### src/rtl/ssr_pkg.sv
package ssr_pkg;
  localparam int unsigned SSR_W    = 8;
  localparam int unsigned NUM_CLR  = 5;
  localparam int unsigned CLR_LSB  = 3;
  localparam int unsigned B_TXE    = 7;
  localparam int unsigned B_RXF    = 6;
  localparam int unsigned B_OVR    = 5;
  localparam int unsigned B_FRM    = 4;
  localparam int unsigned B_PAR    = 3;
  localparam int unsigned B_TEND   = 2;
  localparam int unsigned B_MPB    = 1;
  localparam int unsigned B_MPBT   = 0;
  localparam logic [SSR_W-1:0] INIT_VAL = 8'h84;
endpackage

### src/rtl/ssr_flag_cell.sv
module ssr_flag_cell #(
  parameter logic INIT_BIT = 1'b0
) (
  input  logic clk,
  input  logic init_i,
  input  logic set_i,
  input  logic rd_i,
  input  logic wr_i,
  input  logic wbit_i,
  output logic flag_o
);
  logic armed_q;
  logic rd_hit;
  logic clr_ok;

  // a read that sees the flag high arms it; a 0 write needs the arm
  assign rd_hit = rd_i & flag_o;
  assign clr_ok = wr_i & ~wbit_i & armed_q;

  always_ff @(posedge clk) begin
    if (init_i) begin
      flag_o  <= INIT_BIT;
      armed_q <= 1'b0;
    end else if (set_i) begin
      flag_o  <= 1'b1;
      armed_q <= clr_ok ? 1'b0 : (armed_q | rd_hit);
    end else if (clr_ok) begin
      flag_o  <= 1'b0;
      armed_q <= 1'b0;
    end else begin
      armed_q <= armed_q | rd_hit;
    end
  end
endmodule

### src/rtl/ssr_plain_bit.sv
module ssr_plain_bit #(
  parameter bit   WRITABLE = 1'b0,
  parameter logic INIT_BIT = 1'b0
) (
  input  logic clk,
  input  logic init_i,
  input  logic lvl_i,
  input  logic wr_i,
  input  logic wbit_i,
  output logic bit_o
);
  logic nxt;

  // writable variant keeps its value between writes; level variant tracks lvl_i
  assign nxt = WRITABLE ? (wr_i ? wbit_i : bit_o) : lvl_i;

  always_ff @(posedge clk) begin
    if (init_i) bit_o <= INIT_BIT;
    else        bit_o <= nxt;
  end
endmodule

### src/rtl/serial_status_reg.sv
module serial_status_reg
  import ssr_pkg::*;
(
  input  logic             clk,
  input  logic             rst,
  input  logic             standby_i,
  input  logic             te_i,
  input  logic             tdr_xfer_i,
  input  logic             rx_full_i,
  input  logic             rx_overrun_i,
  input  logic             rx_frame_err_i,
  input  logic             rx_parity_err_i,
  input  logic             tx_end_lvl_i,
  input  logic             rx_mpb_lvl_i,
  input  logic             bus_rd_i,
  input  logic             bus_wr_i,
  input  logic [SSR_W-1:0] bus_wdata_i,
  output logic [SSR_W-1:0] bus_rdata_o,
  output logic [SSR_W-1:0] status_o
);
  logic               init;
  logic [NUM_CLR-1:0] set_vec;

  assign init = rst | standby_i;

  // index j of set_vec drives status bit CLR_LSB+j
  assign set_vec[B_TXE-CLR_LSB] = ~te_i | tdr_xfer_i;
  assign set_vec[B_RXF-CLR_LSB] = rx_full_i;
  assign set_vec[B_OVR-CLR_LSB] = rx_overrun_i;
  assign set_vec[B_FRM-CLR_LSB] = rx_frame_err_i;
  assign set_vec[B_PAR-CLR_LSB] = rx_parity_err_i;

  for (genvar j = 0; j < NUM_CLR; j++) begin : g_clr
    ssr_flag_cell #(.INIT_BIT(INIT_VAL[CLR_LSB+j])) u_cell (
      .clk    (clk),
      .init_i (init),
      .set_i  (set_vec[j]),
      .rd_i   (bus_rd_i),
      .wr_i   (bus_wr_i),
      .wbit_i (bus_wdata_i[CLR_LSB+j]),
      .flag_o (status_o[CLR_LSB+j])
    );
  end

  ssr_plain_bit #(.WRITABLE(1'b0), .INIT_BIT(INIT_VAL[B_TEND])) u_tend (
    .clk(clk), .init_i(init), .lvl_i(tx_end_lvl_i),
    .wr_i(bus_wr_i), .wbit_i(bus_wdata_i[B_TEND]), .bit_o(status_o[B_TEND])
  );

  ssr_plain_bit #(.WRITABLE(1'b0), .INIT_BIT(INIT_VAL[B_MPB])) u_mpb (
    .clk(clk), .init_i(init), .lvl_i(rx_mpb_lvl_i),
    .wr_i(bus_wr_i), .wbit_i(bus_wdata_i[B_MPB]), .bit_o(status_o[B_MPB])
  );

  ssr_plain_bit #(.WRITABLE(1'b1), .INIT_BIT(INIT_VAL[B_MPBT])) u_mpbt (
    .clk(clk), .init_i(init), .lvl_i(1'b0),
    .wr_i(bus_wr_i), .wbit_i(bus_wdata_i[B_MPBT]), .bit_o(status_o[B_MPBT])
  );

  assign bus_rdata_o = status_o;
endmodule

### config.mk
export PLATFORM = sky130hd
export DESIGN_NAME = serial_status_reg
export DESIGN_NICKNAME = d
export VERILOG_FILES = /design/src/rtl/ssr_pkg.sv /design/src/rtl/ssr_flag_cell.sv /design/src/rtl/ssr_plain_bit.sv /design/src/rtl/serial_status_reg.sv
export SDC_FILE = /design/constraint.sdc
export NUM_CORES = 1
export LEC_CHECK = 0
export CAP_MARGIN = 20
export CORE_MARGIN = 10
export CORE_UTILIZATION = 35
export CTS_CLUSTER_SIZE = 28
export DETAILED_ROUTE_END_ITERATION = 12
export PLACE_DENSITY = 0.76
export SLEW_MARGIN = 10
export SYNTH_ARGS = -nofsm -noshare
export SYNTH_HDL_FRONTEND = slang
export SYNTH_SLANG_ARGS = --single-unit
### constraint.sdc
create_clock -name clk -period 1.1 [get_ports clk]
set_input_delay 0.22 -clock clk [delete_from_list [all_inputs] [get_ports clk]]
set_output_delay 0.22 -clock clk [all_outputs]
set_load 0.03 [all_outputs]
; ---- Yosys cells after proc, flatten, opt, wreduce, memory -nomap -nowiden
; Index checks and enable logic that the tools add are counted.
[totals]
reg_bits = 13
inputBits = 21
out_inout_bits = 16
elab_cells = 59
[classes]
muxes = 8
bitwise_logic = 28
n_reduce_logical = 10
[op_table]
columns = op, n
row1 = AND 1 bit, 15
row2 = OR reduction 2 bit, 6
row3 = 2-to-1 mux 1 bit, 8
row4 = nonzero test 2 bit, 4
row5 = bitwise OR 1 bit, 7
row6 = inverter 1 bit, 6

; ---- Longest topological paths before layout
; Gate-level depths: netlist of run 1.
[logic_depth]
word_depth = 5
mapped_depth = 4
ltp_nobuf = 3

; ---- Hierarchy
; From an unflattened synthesis of run 1, not the netlist that was laid out.
[hier_totals]
hier_cells = 62
area_unflattened_um2 = 623.1
[modules_own_cells]
columns = module, n_inst, cells_per_inst, area_per_inst_um2, seq_area_each_um2
row1 = ssr_flag_cell at g_clr[0].u_cell ..., 4, 9, 93.8, 40.0
row2 = ssr_flag_cell at g_clr[4].u_cell, 1, 8, 77.6, 40.0
row3 = serial_status_reg, 1, 11, 76.3, 0.0
row4 = ssr_plain_bit at u_mpb, 1, 2, 33.8, 20.0
row5 = ssr_plain_bit at u_mpbt, 1, 3, 33.8, 20.0
row6 = ssr_plain_bit at u_tend, 1, 2, 26.3, 20.0

; ---- Least setup slack after synthesis of run 1
; No wires, ideal clock.
[synth_timing]
kind = input to register
from = input standby_i
to = register g_clr[4].u_cell.flag_o
setup_ns = 0.124
arrival_ns = 0.816
required_ns = 0.976
slack_ns = 0.159
cell_stages = 2
path_buffers = 0
path_cell_list = or2_1 > a2111o_1
[synth_between]
elab_chain_cells = 2
[synth_rtl]
columns = element, line_no
row1 = from (decl), serial_status_reg.sv:6  ; input logic standby_i,
row2 = bitwise OR 1 bit, serial_status_reg.sv:24  ; assign init = rst | standby_i;
row3 = OR reduction 2 bit (no source line), n/a
row4 = to (signal assigned), ssr_flag_cell.sv:22  ; flag_o <= INIT_BIT;
row5 = to (signal assigned), ssr_flag_cell.sv:25  ; flag_o <= 1'b1;
row6 = to (signal assigned), ssr_flag_cell.sv:28  ; flag_o <= 1'b0;
row7 = to (decl), ssr_flag_cell.sv:10  ; output logic flag_o
; No other way between the ends.
; A chain may end at the register's enable or synchronous reset.

; ---- Worst setup path in the final report of run 1
[layout_timing]
from = input bus_wdata_i[7]
to = register g_clr[4].u_cell.flag_o
[layout_between]
elab_chain_cells = 3
[layout_rtl]
columns = element, line_no
row1 = from (decl), serial_status_reg.sv:17  ; input logic [SSR_W-1:0] bus_wdata_i,
row2 = inverter 1 bit, ssr_flag_cell.sv:18  ; assign clr_ok = wr_i & ~wbit_i & armed_q;
row3 = AND 1 bit (2 in series), ssr_flag_cell.sv:18
; No other way between the ends.

==> flow_summary.ini, run 1 <==
[run_status]
status = complete, no violations

[placed_design]
dp.cells = 101
io_buffers = 34
routabilityCongestion = 0.732
placed_area_um2 = 807
dpl.hpwl_um = 1180
place_ws_ps = -280

[pwr]
pwr-share-seq_pct = 51.3
leakage_nw = 0.349
finalPower_w = 0.000969
combPwrFrac_pct = 20.0
p_sw_w = 0.000239
power-per-cell-area_nw_per_um2 = 1160
p_clk_share_pct = 28.7
netSwitchingFraction_pct = 24.6
p_int_w = 0.000730
vdd_drop_max_mv = 0.607

[floorplanning]
row_count = 14
fp.dieH_um = 61.6
die_width_um = 61.6
die_area_um2 = 3790
core_area_um2 = 1580
initial_core_util_pct = 38.3
io_pins = 37

[setup_path]
cpLargestDelayFamily = compound AO/OA/AOI/OAI gates
crit_path_max_incr_delay_ps = 400
cpMaxStageDelayCell = a2111o_1
crit_type = input port to register
crit_buf_inv = 1
crit_chain = clkdlybuf4s50_1 > nand3b_2 > a2111o_1
start_kind = input port
arrival_ps = 1210
critPathRequiredTime_ps = 1250
end_kind = register
cp_max_fo = 2

[layout]
final.fill_count = 153
instances_no_fill = 105
area_delta_synth_final_pct = 38.7
num_antenna_cells = 0
drive_above_1_share_pct = 25.8
finalInstanceArea_um2 = 838
final_cell_mix = clkdlybuf4s50_1 (18), buf_4 (18), dfxtp_1 (13)
fin_nets = 111

[min_path]
min_path_type = input port to register

[detailed_routing]
wl_per_cell_um = 13.5
post_drt_via_cell_ratio = 4.61
drc = 0
wl_um = 1420
highest_layer = met4
dr_wl_met3_um = 126
wl_met2_um = 700
first_pass_iters = 3
m1WireLength_um = 567
ant_nets = 0
vias = 484
drt_iter0_drc = 13

[clocking]
cts_buffer_depth = 2
path_clk_slew_ps = 70
clk_latency_ps = 260
htree_levels = 1
clock_tree.root_cell = clkbuf_4
holdBufCountCts = 0
clkSinkCount = 13
cts_tree = built
numCtsBuffers = 3

[sta]
worst_slew_pin_slew_ps = 196
worst_slack_ps = 41.6
fin_crit_ps = 1060
report.final.slew_viol_count = 0
maxSlewHeadroom_pct = 86.9
rsz0062_at_grt = no
finalSetupTns_ps = 0
clock.fmax_mhz = 945
hold_viol = 0
setup_viol = 0
skew_ps = 1.35
fin_crit_sh_pct = 96.2

[synthesis]
synth_area_per_cell_um2 = 9.02
ys_types = 14
synthCells = 67
synth_seq_cells = 13
ys_warn_count = 0
synth.yosys.seq_area_share_pct = 43.1
synth_area_um2 = 604
syn_nets = 88

[global_routing]
grt-ovfl-total = 0
grt_pass1_vias = 525
grt_max_degree = 12
grtUsageTotal_pct = 8.09
antenna_found_initial = 0
grt_pass1_wl_um = 2260

[run]
drv_cap = 0
registers in the layout, indices dropped and copies added (netlist names):
register and cells:
g_clr.u_cell.flag_o 5, u_mpb.bit_o 1, u_mpbt.bit_o 1, g_clr.u_cell.armed_q 5, u_tend.bit_o 1
timing repair:
item / 4_1_cts / 5_1_grt
buffers inserted: 0 / 0
gates resized for setup: 0 / 4
endpoints found under the setup margin: 0 / 5
worst paths after layout:
path / startpoint / endpoint / slack (ps) / depth (start not counted)
min reg2reg: g_clr[3].u_cell.armed_q / g_clr[3].u_cell.armed_q / 490 / 2
max: bus_wdata_i[7] / g_clr[4].u_cell.flag_o / 40 / 3
min: rx_mpb_lvl_i / u_mpb.bit_o / 480 / 3
max reg2reg: g_clr[4].u_cell.armed_q / g_clr[4].u_cell.flag_o / 150 / 2
metal layers:
metal  track usage [%]  up-vias
li1                  -      253
met1              7.23      211
met2              14.2       18
met3              3.70        2
met4              5.73        0
met5                 0        -
stage by stage:
stage / util [%] / hold WS, ps
2_1_floorplan: - / 312
3_3_place_gp: 51.2 / 466
3_5_place_dp: 51.2 / 483
4_1_cts: 52.9 / 474
5_1_grt: 53.2 / 504
6_report: 53.2 / 481
cell usage after synthesis:
cell type  number  area (um^2)
buf_4          17          128
or2_1           1         6.26
buf_2           1         5.00
a2111o_1        1         11.3
or3_1           1         6.26
a21oi_1         9         45.0
nand3b_1        8         60.1
o21ai_0         4         20.0
inv_1           3         11.3
nor2_1          6         22.5
nand3b_2        1         11.3
dfxtp_1        13          260
nor3b_1         1         7.51
mux2i_1         1         10.0
worst reg2reg max path, stage by stage (launching register included):
cell and delay, ps:
dfxtp_1 350, nand3b_2 80, a2111o_1 400
power by group through the flow:
stage                     Combinational, W  Sequential (W)  Clock, W
after global routing              0.000209        0.000499  0.000312
after detailed placement          0.000194        0.000508         0
after CTS                         0.000195        0.000497  0.000294
after global placement            0.000192        0.000507         0
after floorplan                   0.000114        0.000506         0
final                             0.000194        0.000497  0.000278
cell families (layout without fill, tap and decap cells):
logic type,count (synthesis),count (layout),synth area share (%)
buffers and inverters,21,43,23.8
AND/OR/NAND/NOR,18,18,18.8
AO/OA/AOI/OAI,14,14,12.6
flip-flops,13,13,43.1
multiplexers,1,1,1.66
area by class of cell:
type / instances / area (um^2) / share of cell area [%]
Sequential cell: 13 / 260 / 31.0
Tap cell: 16 / 20.0 / 2.39
Inverter: 3 / 11.3 / 1.34
Timing Repair Buffer: 36 / 315 / 37.6
Multi-Input combinational cell: 33 / 205 / 24.5
Clock buffer: 4 / 26.3 / 3.13
Note: power is estimated with default switching activity, not from simulation.
==> run 2, diff against run 1 <==
CAP_MARGIN = 10   (was 20)
CORE_AREA = 10 10 47 49   (was not set)
CORE_MARGIN = not set   (was 10)
CORE_UTILIZATION = not set   (was 35)
DIE_AREA = 0 0 57 59   (was not set)
DONT_BUFFER_PORTS = 1   (was not set)
PLACE_DENSITY = not set   (was 0.76)
==> flow_summary.ini, run 2 (synthesis gave the netlist of run 1 again) <==
[run_status]
status = complete, no violations

[sta]
clock.fmax_mhz = 947
finalSetupTns_ps = 0
hold_viol = 0
worst_slack_ps = 43.6
setup_viol = 0
report.final.slew_viol_count = 0
fin_crit_sh_pct = 96.0
maxSlewHeadroom_pct = 87.9
worst_slew_pin_slew_ps = 179
skew_ps = 6.31
hold_ws_ps = 28.2
fin_crit_ps = 1060
rsz0062_at_grt = no

[layout]
final.fill_count = 150
num_antenna_cells = 0
finalInstanceArea_um2 = 619
top_regs = g_clr.u_cell.armed_q (5), g_clr.u_cell.flag_o (5)
area_delta_synth_final_pct = 2.48
fin_nets = 84
final_cell_mix = a21oi_1 (9), dfxtp_1 (9), nand3b_1 (8)
drive_above_1_share_pct = 29.0

[setup_path]
crit_chain = buf_4
end_kind = output port
rrSetupSlack_ps = 160
cp.depth = 1
crit_buf_inv = 1
start_kind = register
crit_end = bus_rdata_o[0]
critical_path.startpoint = u_mpbt.bit_o
critPathRequiredTime_ps = 880
crit_path_max_incr_delay_ps = 340
r2r-start = g_clr[4].u_cell.armed_q
cp_max_fo = 2
cpLargestDelayFamily = flip-flops
reg2regPathDepth = 2
r2r-end = g_clr[4].u_cell.flag_o
cpMaxStageDelayCell = dfxtp_1
arrival_ps = 840
crit_type = register to output port

[clocking]
numCtsBuffers = 3
htree_levels = 1
clock_tree.root_cell = clkbuf_4
cts_buffer_depth = 2
path_clk_slew_ps = 90
cts_tree = built
clk_latency_ps = 280
clkSinkCount = 13

[global_routing]
grt-ovfl-total = 0
antenna_found_initial = 0
grt_pass1_wl_um = 1960
grt_pass1_vias = 409
grt_max_degree = 12
grtUsageTotal_pct = 7.52

[detailed_routing]
wl_per_cell_um = 15.3
drt_iter0_drc = 6
post_drt_via_cell_ratio = 5.03
first_pass_iters = 4
drc = 0
wl_um = 1200
vias = 392
ant_nets = 0

[pwr]
power-per-cell-area_nw_per_um2 = 1460
netSwitchingFraction_pct = 27.1
p_sw_w = 0.000245
p_int_w = 0.000660
pwr-share-seq_pct = 54.9
vdd_drop_max_mv = 0.716
leakage_nw = 0.245
finalPower_w = 0.000905
p_clk_share_pct = 33.2
combPwrFrac_pct = 12.0

[floorplanning]
row_count = 14
die_width_um = 57
initial_core_util_pct = 43.1
io_pins = 37
fp.dieH_um = 59
die_area_um2 = 3360
core_area_um2 = 1400

[placed_design]
dpl.hpwl_um = 956
routabilityCongestion = 0.686
io_buffers = 0
place_ws_ps = 157
placed_area_um2 = 572

[min_path]
min_path_type = input port to register
holdCritStartpoint = tdr_xfer_i

[run]
drv_cap = 0
-- run 2: final cells by class --
type	instances	area [um^2]	share of cell area (%)
clock inverter	1	5.00	0.808
multi-input combinational	33	200	32.3
inverter	3	11.3	1.82
sequential	13	265	42.8
timing repair buffer	9	95.1	15.4
clock buffer	3	22.5	3.64
tap	16	20.0	3.23
-- run 2: worst min path at each step --
stage	end	cells after the start
floorplan	g_clr[4].u_cell.flag_o	1
global placement	g_clr[4].u_cell.flag_o	1
detailed placement	g_clr[4].u_cell.flag_o	1
CTS	g_clr[4].u_cell.flag_o	1
global route	g_clr[4].u_cell.flag_o	1
finish	g_clr[4].u_cell.flag_o	1
-- run 2: power groups by stage --
| stage | combinational, W | sequential [W] | clock [W] |
|---|---|---|---|
| 2_1_floorplan | 0.000114 | 0.000506 | 0 |
| 3_3_place_gp | 0.000104 | 0.000505 | 0 |
| 3_5_place_dp | 0.000105 | 0.000506 | 0 |
| 4_1_cts | 0.000107 | 0.000495 | 0.000308 |
| 5_1_grt | 0.000117 | 0.000499 | 0.000336 |
| 6_report | 0.000108 | 0.000497 | 0.000300 |
-- run 2: repair_timing --
action / 4_1_cts / 5_1_grt
hold buffers: 0 / 0
resized for setup: 2 / 6
setup endpoints to repair: 4 / 10
buffers inserted: 0 / 0
-- run 2: per-stage QoR --
stage          cells  util, %
3_3_place_gp      74     40.8
2_1_floorplan     67        -
4_1_cts           78     43.3
6_report          78     44.2
3_5_place_dp      74     40.8
5_1_grt           78     44.2
-- run 2: metal layers --
metal	routed length [um]	part of all wire (%)	GRT usage (%)	vias up
met1	488	41	7.73	176
met2	595	50	11.9	16
met4	12	1.0	6.04	0
met5	0	0	0	-
met3	100	8.4	3.00	2
li1	-	-	-	198
